$ cat config.mk
export PLATFORM = sky130hd
export DESIGN_NAME = dac_write_seq
export DESIGN_NICKNAME = d
export VERILOG_FILES = /design/src/rtl/dws_pkg.sv /design/src/rtl/dws_sclk_gen.sv /design/src/rtl/dws_shifter.sv /design/src/rtl/dws_timer.sv /design/src/rtl/dac_write_seq.sv
export SDC_FILE = /design/constraint.sdc
export NUM_CORES = 1
export LEC_CHECK = 0
export ABC_CLOCK_PERIOD_IN_PS = 1340
export BUFFER_PORTS_ARGS = -buffer_cell sky130_fd_sc_hd__buf_2
export CORE_UTILIZATION = 37
export DETAILED_ROUTE_END_ITERATION = 10
export PLACE_DENSITY = 0.61
export SYNTH_ARGS = -nofsm -noshare
export SYNTH_HDL_FRONTEND = slang
export SYNTH_SLANG_ARGS = --single-unit
$ cat constraint.sdc
create_clock -name clk -period 1.34 [get_ports clk]
set_input_delay 0.134 -clock clk [delete_from_list [all_inputs] [get_ports clk]]
set_output_delay 0.134 -clock clk [all_outputs]
set_load 0.005 [all_outputs]
$ cat src/rtl/dws_pkg.sv
package dws_pkg;
    typedef enum logic [2:0] {
        ST_IDLE,
        ST_CHECK,
        ST_ARM,
        ST_SHIFT,
        ST_STROBE,
        ST_RELEASE,
        ST_GAP
    } dws_state_t;
endpackage

$ cat src/rtl/dws_sclk_gen.sv
module dws_sclk_gen #(
    parameter int DIV   = 4,
    parameter int NBITS = 16
) (
    input  logic clk,
    input  logic rst_n,
    input  logic run,
    output logic sclk,
    output logic fall_pt,
    output logic last_bit
);
    localparam int PW = $clog2(DIV);
    localparam int BW = $clog2(NBITS);
    localparam logic [PW-1:0] HALF = PW'(DIV / 2);
    localparam logic [PW-1:0] LASTPH = PW'(DIV - 1);
    localparam logic [BW-1:0] LASTB = BW'(NBITS - 1);

    logic [PW-1:0] phase;
    logic [BW-1:0] bitcnt;

    always_ff @(posedge clk or negedge rst_n) begin
        if (!rst_n) begin
            phase  <= '0;
            bitcnt <= '0;
        end else if (!run) begin
            phase  <= '0;
            bitcnt <= '0;
        end else begin
            phase <= phase + 1'b1;
            if (phase == LASTPH) bitcnt <= bitcnt + 1'b1;
        end
    end

    assign sclk     = run && (phase >= HALF);
    assign fall_pt  = run && (phase == LASTPH);
    assign last_bit = fall_pt && (bitcnt == LASTB);
endmodule

$ cat src/rtl/dws_shifter.sv
module dws_shifter #(
    parameter int FW = 16
) (
    input  logic          clk,
    input  logic          rst_n,
    input  logic          load,
    input  logic          shift,
    input  logic [FW-1:0] frame_in,
    output logic          msb
);
    logic [FW-1:0] sr;

    always_ff @(posedge clk or negedge rst_n) begin
        if (!rst_n)     sr <= '0;
        else if (load)  sr <= frame_in;
        else if (shift) sr <= {sr[FW-2:0], 1'b0};
    end

    assign msb = sr[FW-1];
endmodule

$ cat src/rtl/dws_timer.sv
module dws_timer #(
    parameter int W = 4
) (
    input  logic         clk,
    input  logic         rst_n,
    input  logic         load,
    input  logic [W-1:0] val,
    output logic         zero
);
    logic [W-1:0] cnt;

    always_ff @(posedge clk or negedge rst_n) begin
        if (!rst_n)          cnt <= '0;
        else if (load)       cnt <= val;
        else if (cnt != '0)  cnt <= cnt - 1'b1;
    end

    assign zero = (cnt == '0);
endmodule

$ cat src/rtl/dac_write_seq.sv
module dac_write_seq #(
    parameter int DATA_W   = 12,
    parameter int DIV      = 4,
    parameter int LOAD_CYC = 4,
    parameter int GAP_CYC  = 8
) (
    input  logic              clk,
    input  logic              rst_n,
    input  logic              start_req,
    input  logic [DATA_W-1:0] sample,
    input  logic              en,
    input  logic              gain_hi,
    input  logic              pwr_down,
    output logic              cs_n,
    output logic              sclk,
    output logic              sdo,
    output logic              load_n,
    output logic              busy
);
    import dws_pkg::*;

    localparam int FRAME_W = DATA_W + 4;
    localparam int TMAX    = (LOAD_CYC > GAP_CYC) ? LOAD_CYC : GAP_CYC;
    localparam int TW      = $clog2(TMAX + 1);

    dws_state_t state, nxt;

    logic [DATA_W-1:0] hold_data;
    logic              hold_gain, hold_pd;
    logic              accept;
    logic              fall_pt, last_bit, tmr_zero, msb;
    logic              tmr_load;
    logic [TW-1:0]     tmr_val;
    logic [FRAME_W-1:0] frame;

    assign accept = (state == ST_IDLE) && start_req && en;
    assign frame  = {1'b0, 1'b0, ~hold_gain, ~hold_pd, hold_data};

    always_ff @(posedge clk or negedge rst_n) begin
        if (!rst_n) begin
            hold_data <= '0;
            hold_gain <= 1'b0;
            hold_pd   <= 1'b0;
        end else if (accept) begin
            hold_data <= sample;
            hold_gain <= gain_hi;
            hold_pd   <= pwr_down;
        end
    end

    always_comb begin
        nxt = state;
        unique case (state)
            ST_IDLE:    if (accept) nxt = ST_CHECK;
            ST_CHECK:   nxt = ST_ARM;
            ST_ARM:     nxt = ST_SHIFT;
            ST_SHIFT:   if (last_bit) nxt = ST_STROBE;
            ST_STROBE:  if (tmr_zero) nxt = ST_RELEASE;
            ST_RELEASE: nxt = ST_GAP;
            ST_GAP:     if (tmr_zero) nxt = ST_IDLE;
            default:    nxt = ST_IDLE;
        endcase
    end

    always_ff @(posedge clk or negedge rst_n) begin
        if (!rst_n) state <= ST_IDLE;
        else        state <= nxt;
    end

    always_comb begin
        cs_n   = 1'b1;
        load_n = 1'b1;
        busy   = 1'b1;
        sdo    = 1'b0;
        unique case (state)
            ST_IDLE:           busy = 1'b0;
            ST_ARM, ST_SHIFT: begin
                cs_n = 1'b0;
                sdo  = msb;
            end
            ST_STROBE:         load_n = 1'b0;
            default:           ;
        endcase
    end

    assign tmr_load = ((state == ST_SHIFT) && last_bit) || (state == ST_RELEASE);
    assign tmr_val  = (state == ST_SHIFT) ? TW'(LOAD_CYC - 1) : TW'(GAP_CYC - 1);

    dws_sclk_gen #(.DIV(DIV), .NBITS(FRAME_W)) u_clk (
        .clk(clk), .rst_n(rst_n), .run(state == ST_SHIFT),
        .sclk(sclk), .fall_pt(fall_pt), .last_bit(last_bit)
    );

    dws_shifter #(.FW(FRAME_W)) u_sr (
        .clk(clk), .rst_n(rst_n), .load(state == ST_CHECK),
        .shift(fall_pt && !last_bit), .frame_in(frame), .msb(msb)
    );

    dws_timer #(.W(TW)) u_tmr (
        .clk(clk), .rst_n(rst_n), .load(tmr_load), .val(tmr_val), .zero(tmr_zero)
    );
endmodule

# ---- After elaboration in Yosys (flattened, before gate mapping)
# Cells that the tools add are included.
dict set report word_totals {
  output_inout_bits 5
  in_bits 18
  register_bits 43
}
dict set report op_classes {
  reduce_logical 16
  muxes 17
  bitwise 2
  n_lt_le_gt_ge 1
  add_sub_neg 3
  n_eq_ne 13
}
# operator count
set ops {}
lappend ops {{16-bit 2-to-1 mux} 2}
lappend ops {{3-bit case mux with 7 select lines} 1}
lappend ops {{4-bit 2-to-1 mux} 4}
lappend ops {{3-bit 2-to-1 mux} 5}
lappend ops {{2-bit inequality test (second input constant)} 5}
lappend ops {{3-bit equality test (second input constant)} 3}
lappend ops {{1-bit logical AND} 7}
lappend ops {{3-bit by 2-bit equality test with 1-bit output (second input constant)} 2}
lappend ops {{4-bit by 1-bit adder with 4-bit output (second input constant)} 1}
lappend ops {{4-bit equality test (second input constant)} 1}
lappend ops {{4-bit zero test} 1}
lappend ops {{1-bit 2-to-1 mux} 4}
lappend ops {{4-bit AND reduction} 1}
lappend ops {{2-bit nonzero test} 2}
lappend ops {{4-bit nonzero test} 1}
lappend ops {{4-bit by 1-bit subtractor with 4-bit output (second input constant)} 1}
lappend ops {{3-bit by 1-bit equality test with 1-bit output (second input constant)} 1}
lappend ops {{3-bit zero test} 1}
lappend ops {{2-bit by 1-bit adder with 2-bit output (second input constant)} 1}
lappend ops {{2-bit equality test (second input constant)} 1}
lappend ops {{2-bit greater-or-equal comparator (second input constant)} 1}
lappend ops {{2-bit 2-to-1 mux} 1}
lappend ops {{1-bit NOT} 2}
lappend ops {{2-bit OR reduction} 1}
lappend ops {{2 further kinds} 2}

# ---- Logic depth before layout (Yosys ltp)
# Gate-level depths: netlist (run 1).
dict set report depth {
  word_depth 7
  mapped_depth 7
}

# ---- Hierarchy
# From an unflattened synthesis (run 1), not the netlist that was laid out.
dict set report hier_totals {
  hier_cells 179
  hier_area_um2 2077.0
}
# mod instances cells_per_inst area_per_inst_um2 seq_area_each_um2
set modules_own_cells {}
lappend modules_own_cells {dac_write_seq 1 62 800.8 425.4}
lappend modules_own_cells {dws_shifter 1 69 742.0 400.4}
lappend modules_own_cells {dws_sclk_gen 1 26 300.3 150.1}
lappend modules_own_cells {dws_timer 1 22 234.0 100.1}

# ---- Worst setup path after synthesis (run 1)
# No wires, ideal clock.
dict set report synth_path {
  path_type {flip-flop to flip-flop}
  start {reg state[1]}
  end {reg hold_data[0]}
  stages_incl_launch_ff 5
  t_arrival_ns 1.376
  slack_ns -0.161
  t_required_ns 1.215
  setup_ns 0.125
  cell_sequence {dfrtp_1 > or3_4 > nor2_8 > buf_12 > mux2_4}
}
dict set report synth_between {
  elab_chain_cells 3
}
# item line
set synth_rtl {}
lappend synth_rtl {{from (decl)} dac_write_seq.sv:26} ;# dws_state_t state, nxt;
lappend synth_rtl {{from (signal assigned)} dac_write_seq.sv:67} ;# else state <= nxt;
lappend synth_rtl {{3-bit zero test} dac_write_seq.sv:36} ;# assign accept = (state == ST_IDLE) && start_req && en;
lappend synth_rtl {{1-bit logical AND (2 in a row)} dac_write_seq.sv:36}
lappend synth_rtl {{to (signal assigned)} dac_write_seq.sv:45} ;# hold_data <= sample;
lappend synth_rtl {{to (decl)} dac_write_seq.sv:28} ;# logic [DATA_W-1:0] hold_data;
# Every way passes these cells.
# A chain may end at the register's enable or synchronous reset.

# ---- Worst setup path after layout (run 1)
dict set report layout_path {
  start {reg state[0]}
  end {reg hold_pd}
}
dict set report layout_between {
  elab_chain_cells 3
}
# item line
set layout_rtl {}
lappend layout_rtl {{3-bit zero test} dac_write_seq.sv:36}
lappend layout_rtl {{1-bit logical AND (2 in a row)} dac_write_seq.sv:36}
lappend layout_rtl {{to (signal assigned)} dac_write_seq.sv:47} ;# hold_pd <= pwr_down;
lappend layout_rtl {{to (decl)} dac_write_seq.sv:29} ;# logic hold_gain, hold_pd;
# Every way passes these cells.

==> key figures, run 1 <==
Status
  – Status: finished with violations
  – Failing checks: negative setup slack

Pwr
  – Max rail drop VDD: 346.3 uV
  – Logic pwr share: 0.042
  – Clk pwr share: 0.364
  – Sequential group share of total power: 0.594
  – Leak Pwr: 1.308 nW
  – Switching portion of total power: 0.2273
  – Switch Pwr: 0.0005093 W
  – Int Power: 0.001731 W
  – Power Total: 0.002240 W
  – Pwr/cell area: 794.7 mW/mm^2

Critical path
  – Worst path slowest cell: or3_4
  – FF-to-FF Start: state[0]$_DFFE_PN0P_
  – CP Launch Point: state[0]$_DFFE_PN0P_
  – CP Data Required Time: 1.53 ns
  – CP arrival: 1.72 ns
  – Crit-path cells: or3_4, nor2_8, buf_12, mux2_2
  – Worst Setup End Kind: flip-flop
  – Setup CP Type: flip-flop to flip-flop
  – Max incr delay on CP: 0.42 ns
  – Critical Path Start Type: flip-flop
  – Worst-path maximum fanout: 7

Global routing
  – Initial antenna violation count: 0
  – Gr usage total: 0.1514
  – GRT overflow: 0
  – Vias in the first global route: 1553
  – First-pass GRT wire length: 7141 um
  – Largest net degree at the start of global routing: 44

Detailed routing
  – DRT iter0 DRCs: 113
  – Drt first pass iters: 5
  – Final ANT Viol Nets: 0
  – DR vias/cell: 4.930
  – DRC: 0
  – Via Count: 1553
  – Routed length per instance: 13.40 um
  – Final WL: 4220 um

Hold path
  – HP Class: input port to flip-flop
  – HP Start: sample[5]

Layout
  – Layout cells sized above 1: 0.4490
  – Final net count: 266
  – Post-layout util: 0.5349
  – Sequential Area: 0.001076 mm^2
  – Area Overhead vs Synth: 35.80%
  – Area of the multi-input gates: 0.001046 mm^2
  – # fillers: 489
  – # diodes: 0

STA
  – Worst Clk Skew: 0.005140 ns
  – Pins Over Slew Limit: 0
  – Final cycle utilization of the critical path: 1.141
  – Fmax: 654.0 MHz
  – Tmin final: 1.529 ns
  – PnR worst setup slack: -0.1889 ns
  – Worst-Margin Slew: 0.2707 ns
  – Final Hold Fails: 0
  – Headroom to the max-slew limit: 0.8193
  – Final setup fails: 36
  – RSZ-0062 raised after global routing: yes

Yosys
  – Synth unique cells: 36
  – Synth Cell Area: 0.002076 mm^2
  – Syn. warnings: 0
  – Cell count after synthesis: 190
  – Register area share after synthesis: 0.5184
  – Synth Net Count: 212
  – Syn Area/Cell: 10.92 um^2
  – Register bit total from synthesis: 43

Clocking
  – CTS tree: done
  – Sink Count: 43
  – H-tree levels: 2
  – Clock transition at path regs: 0.08 ns
  – CTS Buf Count: 5
  – Root buf cell: clkbuf_8
  – Worst-Skew Late Latency: 0.30 ns
  – Clk buf depth: 2

Floorplan
  – Die Y: 76.90 um
  – Starting Density: 0.3939
  – Die Wd: 76.90 um
  – Die area: 0.005914 mm^2
  – Ports: 23
  – Core Area: 0.005270 mm^2
  – Row count: 26

Placement
  – Dpl hpwl: 2641 um
  – Final Wtd Congestion: 0.6921
  – Port Buffers: 22

Flow run
  – Max-Cap Viols: 0
[stage by stage]
step / hold slack, ns / area, um^2 / TNS [ns] / setup slack [ns] / std cells
floorplan: -0.1616 / 2166 / -1.722 / -0.1347 / 190
global placement: 0.1276 / 2500 / -2.860 / -0.1540 / 294
detailed placement: 0.1263 / 2500 / -3.716 / -0.1803 / 294
CTS: 0.05544 / 2691 / -3.760 / -0.1875 / 311
global route: 0.05494 / 2819 / -5.673 / -0.2212 / 315
finish: 0.06153 / 2819 / -3.754 / -0.1889 / 315
[cell usage after synthesis]
library cell,instances,area [um^2]
nor2_1,15,56.30
o221ai_1,1,8.760
a21o_1,1,7.510
dfrtp_1,43,1076
nand3b_2,1,11.26
nand3_1,16,80.08
clkbuf_1,2,7.510
buf_2,7,35.03
mux2_4,10,150.1
nor3b_2,2,25.02
xnor2_1,2,17.52
nor4bb_1,1,10.01
nand2b_1,4,25.02
mux2i_1,2,20.02
ha_1,4,50.05
nor3_1,1,5.000
buf_12,1,20.02
a31oi_1,3,18.77
nand2_1,28,105.1
a21oi_1,2,10.01
nand4b_1,1,8.760
and4b_1,1,10.01
or3_4,1,11.26
nand4_1,2,12.51
o211ai_1,13,97.59
inv_1,4,15.01
buf_4,2,15.01
o21ai_0,6,30.03
and3_1,2,12.51
nor2_8,1,20.02
mux2_2,4,45.04
nand3b_1,2,15.01
or3b_1,1,8.760
a31o_2,1,8.760
a211o_1,1,8.760
xor2_1,2,17.52
[what timing repair did]
action,in CTS,in global routing
pin swaps,4,3
resized for setup,9,20
endpoints found under the setup margin,34,41
setup buffers,8,3
hold buffers,1,0
cloned,0,1
endpoints found under the hold margin,43,0
[state kept, by name (all words and copies together) (netlist names)]
register,flops
hold_data,12
u_clk.bitcnt,4
u_tmr.cnt,4
state,3
u_clk.phase,2
u_sr.sr,16
hold_pd,1
hold_gain,1
[placed cells by master (no fill, tap or decap), types with 3 or more instances in the layout]
cell,count
nand3_1,5
buf_12,5
nor2_2,3
o21ai_1,4
buf_2,20
dfrtp_1,43
a31oi_1,3
mux2_4,11
mux2_2,3
buf_4,24
nand2_1,28
nand3_2,11
inv_1,3
nor2_1,10
nand2b_1,3
buf_6,8
clkbuf_8,5
o211ai_1,13
[per-layer routing]
layer,up-vias,part of all wire,track usage
met1,747,0.50,0.2041
met3,5,0.034,0.02619
met2,26,0.45,0.2366
met4,0,0.014,0.06923
met5,-,0,0
li1,775,-,-
[power groups by stage]
stage          clock network (W)  registers (W)  logic (W)
3_5_place_dp                   0        0.00136  0.0000920
2_1_floorplan                  0        0.00135  0.0000308
6_report                0.000816        0.00133  0.0000932
3_3_place_gp                   0        0.00136  0.0000915
5_1_grt                 0.000888        0.00133   0.000106
4_1_cts                 0.000848        0.00133  0.0000951
[worst max-delay path: cells and delay by family (launching register included)]
kind | cells | cell delay, ns
AND/OR/NAND/NOR | 2 | 0.56
flip-flops | 1 | 0.38
multiplexers | 1 | 0.33
buffers and inverters | 1 | 0.15
[area by class of cell]
class	count	share of cell area
Inverter	4	0.005326
Clock inverter	3	0.007102
Multi-Input combinational cell	131	0.3711
Timing Repair Buffer	59	0.1793
Sequential cell	43	0.3817
Tap cell	70	0.03107
Clock buffer	5	0.02441
[worst paths after layout]
| check | to | slack (ns) | depth (start not counted) |
|---|---|---|---|
| min in group asynchronous | u_tmr.cnt[3]$_DFFE_PN0P_ | 0.33 | 3 |
| worst min-delay path | hold_data[5]$_DFFE_PN0P_ | 0.06 | 2 |
| max in group asynchronous | state[0]$_DFFE_PN0P_ | 0.80 | 3 |
| worst min register to register | u_clk.phase[0]$_DFF_PN0_ | 0.47 | 1 |
| worst max-delay path | hold_pd$_DFFE_PN0P_ | -0.19 | 4 |
| worst max register to register | hold_pd$_DFFE_PN0P_ | -0.19 | 4 |
[cells by family (layout without fill, tap and decap cells)]
logic type / Yosys count / count (layout) / share of synthesized area
fa+ha+maj: 4 / 4 / 0.02411
buf+inv: 16 / 71 / 0.04460
flops: 43 / 43 / 0.5184
xor+xnor: 4 / 4 / 0.01688
mux: 16 / 16 / 0.1037
simple gates: 79 / 79 / 0.2007
compound gates: 28 / 28 / 0.09163
(Power assumes the default switching activity.)
==> run 2, diff against run 1 <==
--- a/config.mk
+++ b/config.mk
@@ -10,6 +10,7 @@
 export CORE_UTILIZATION = 37
 export DETAILED_ROUTE_END_ITERATION = 10
 export PLACE_DENSITY = 0.61
+export SKIP_LAST_GASP = 1
 export SYNTH_ARGS = -nofsm -noshare
 export SYNTH_HDL_FRONTEND = slang
 export SYNTH_SLANG_ARGS = --single-unit
==> constraint.sdc (replaced) <==
create_clock -name clk -period 1.34 [get_ports clk]
set_input_delay 0.268 -clock clk [delete_from_list [all_inputs] [get_ports clk]]
set_output_delay 0.268 -clock clk [all_outputs]
set_load 0.005 [all_outputs]
==> run 2 against run 1 <==
Net effect:
- the run still ends with negative setup slack left
- clock skew up 0.0011 ns
- first-iteration DRC count fell by 31%
- worst setup slack about the same
- non-clock buffer count rose by 3
- flip-flop and latch count unchanged
- routed wire length rose by 4.4%
- utilization up 0.85 points
- register-to-register slack hardly changed
- count of clock-buffer cells in the layout rose by 1
- combinational power up 8%
- sequential power about the same
- critical path type unchanged
- critical endpoint is now hold_data[1]$_DFFE_PN0P_
- largest power group unchanged
==> key figures, run 2 (same netlist as run 1, synthesis figures left out) <==
Clocking
  – Sink Count: 43
  – CTS Buf Count: 5
  – Worst-Skew Late Latency: 0.29 ns
  – H-tree levels: 2
  – CTS tree: done
  – Root buf cell: clkbuf_8
  – Clk buf depth: 2
  – Clock transition at path regs: 0.08 ns

Pwr
  – Max rail drop VDD: 368.5 uV
  – Logic pwr share: 0.045
  – Switch Pwr: 0.0005047 W
  – Pwr/cell area: 783.3 mW/mm^2
  – Sequential group share of total power: 0.594
  – Int Power: 0.001739 W
  – Leak Pwr: 1.328 nW
  – Switching portion of total power: 0.2250
  – Clk pwr share: 0.361

Detailed routing
  – Final WL: 4404 um
  – Drt first pass iters: 4
  – Via Count: 1568
  – DRC: 0
  – DRT iter0 DRCs: 78
  – Routed length per instance: 13.85 um
  – Final ANT Viol Nets: 0
  – DR vias/cell: 4.931

STA
  – PnR worst setup slack: -0.1894 ns
  – Worst Clk Skew: 0.006238 ns
  – Headroom to the max-slew limit: 0.7395
  – Final setup fails: 35
  – RSZ-0062 raised after global routing: yes
  – Final Hold Fails: 0
  – Hold Slack: 0.1971 ns
  – Worst-Margin Slew: 0.3907 ns
  – Final cycle utilization of the critical path: 1.141
  – Fmax: 653.9 MHz
  – Pins Over Slew Limit: 0
  – Tmin final: 1.529 ns

Critical path
  – Worst path slowest cell: or3_4
  – Critical Path Start Type: flip-flop
  – CP arrival: 1.71 ns
  – Worst Setup End Kind: flip-flop
  – Crit-path cells: or3_4, nor2_8, clkbuf_16, mux2_4
  – Max incr delay on CP: 0.42 ns
  – Setup CP Type: flip-flop to flip-flop
  – FF-to-FF Start: state[0]$_DFFE_PN0P_
  – CP Data Required Time: 1.53 ns
  – Worst-path maximum fanout: 7
  – CP Launch Point: state[0]$_DFFE_PN0P_

Layout
  – Commonest cells after routing, fill and taps aside: dfrtp_1, nand2_1, buf_4
  – Layout cells sized above 1: 0.4556
  – Area Overhead vs Synth: 37.97%
  – Biggest regs: u_sr.sr (16), hold_data (12)
  – # fillers: 489
  – Max FFs per register: 16
  – # diodes: 0
  – Final net count: 269
  – Most common library cell in the layout ignoring fill and taps: dfrtp_1
  – Top reg by flops: u_sr.sr

Floorplan
  – Die Y: 76.90 um
  – Die Wd: 76.90 um
  – Core Area: 0.005270 mm^2
  – Starting Density: 0.3939
  – Row count: 26
  – Die area: 0.005914 mm^2
  – Ports: 23

Placement
  – Dpl hpwl: 2698 um
  – Post-Place Worst Slack: -0.1781 ns
  – Port Buffers: 22
  – Final Wtd Congestion: 0.7082

Global routing
  – Initial antenna violation count: 0
  – GRT overflow: 0
  – First-pass GRT wire length: 7355 um
  – Gr usage total: 0.1572
  – Largest net degree at the start of global routing: 19
  – Vias in the first global route: 1576

Status
  – Status: finished with violations
  – Failing checks: negative setup slack

Hold path
  – HP Start: sample[9]
  – HP Class: input port to flip-flop

Flow run
  – Max-Cap Viols: 0
==> run 2: path summary, 6_finish.rpt <==
check                                                   end  slack (ns)  depth (start not counted)
worst min-delay path               hold_data[9]$_DFFE_PN0P_        0.20                          2
worst max register to register     hold_data[1]$_DFFE_PN0P_       -0.19                          4
max in group asynchronous       u_clk.bitcnt[0]$_DFFE_PN0P_        0.42                          3
worst min register to register     u_clk.phase[0]$_DFF_PN0_        0.46                          1
worst max-delay path               hold_data[1]$_DFFE_PN0P_       -0.19                          4
min in group asynchronous          hold_data[0]$_DFFE_PN0P_        0.42                          2
==> run 2: per-layer routing <==
layer	track usage	part of all wire
met2	0.2393	0.45
met5	0	0
met4	0.07500	0.019
met1	0.2103	0.50
met3	0.03571	0.029
==> run 2: cell type report <==
class / instances / area [um^2] / share of cell area
Clock buffer: 6 / 72.57 / 0.02534
Multi-Input combinational cell: 131 / 1065 / 0.3718
Tap cell: 70 / 87.58 / 0.03058
Inverter: 4 / 15.01 / 0.005242
Clock inverter: 2 / 12.51 / 0.004369
Sequential cell: 43 / 1076 / 0.3757
Timing Repair Buffer: 62 / 535.5 / 0.1870
==> run 2: critical path, delay by kind of cell, from the launching register on <==
kind | cells | cell delay [ns]
buf+inv | 1 | 0.18
mux | 1 | 0.30
flops | 1 | 0.39
simple gates | 2 | 0.55
==> run 2: repair_timing <==
item | CTS | global route
setup endpoints to repair | 36 | 41
hold buffers | 1 | 0
buffers inserted | 10 | 2
cloned | 0 | 2
pin swaps | 5 | 9
resized for setup | 15 | 18
endpoints found under the hold margin | 14 | 0
==> run 2: metrics by stage <==
step                      std cells  power (W)  utilization  cell area [um^2]  TNS [ns]
after detailed placement        295   0.001451       0.4758              2507    -3.560
after floorplan                 190   0.001383            -              2166    -1.722
after global placement          295   0.001449       0.4758              2507    -2.898
after CTS                       314   0.002268       0.5195              2738    -3.757
after global routing            318   0.002332       0.5434              2864    -5.803
final                           318   0.002243       0.5434              2864    -3.920
==> run 2: power groups by stage <==
stage               Clock, W  Sequential (W)  Combinational (W)
floorplan                  0         0.00135          0.0000308
global placement           0         0.00136          0.0000936
detailed placement         0         0.00136          0.0000951
CTS                 0.000839         0.00133          0.0000980
global route        0.000882         0.00134           0.000114
finish              0.000811         0.00133           0.000101
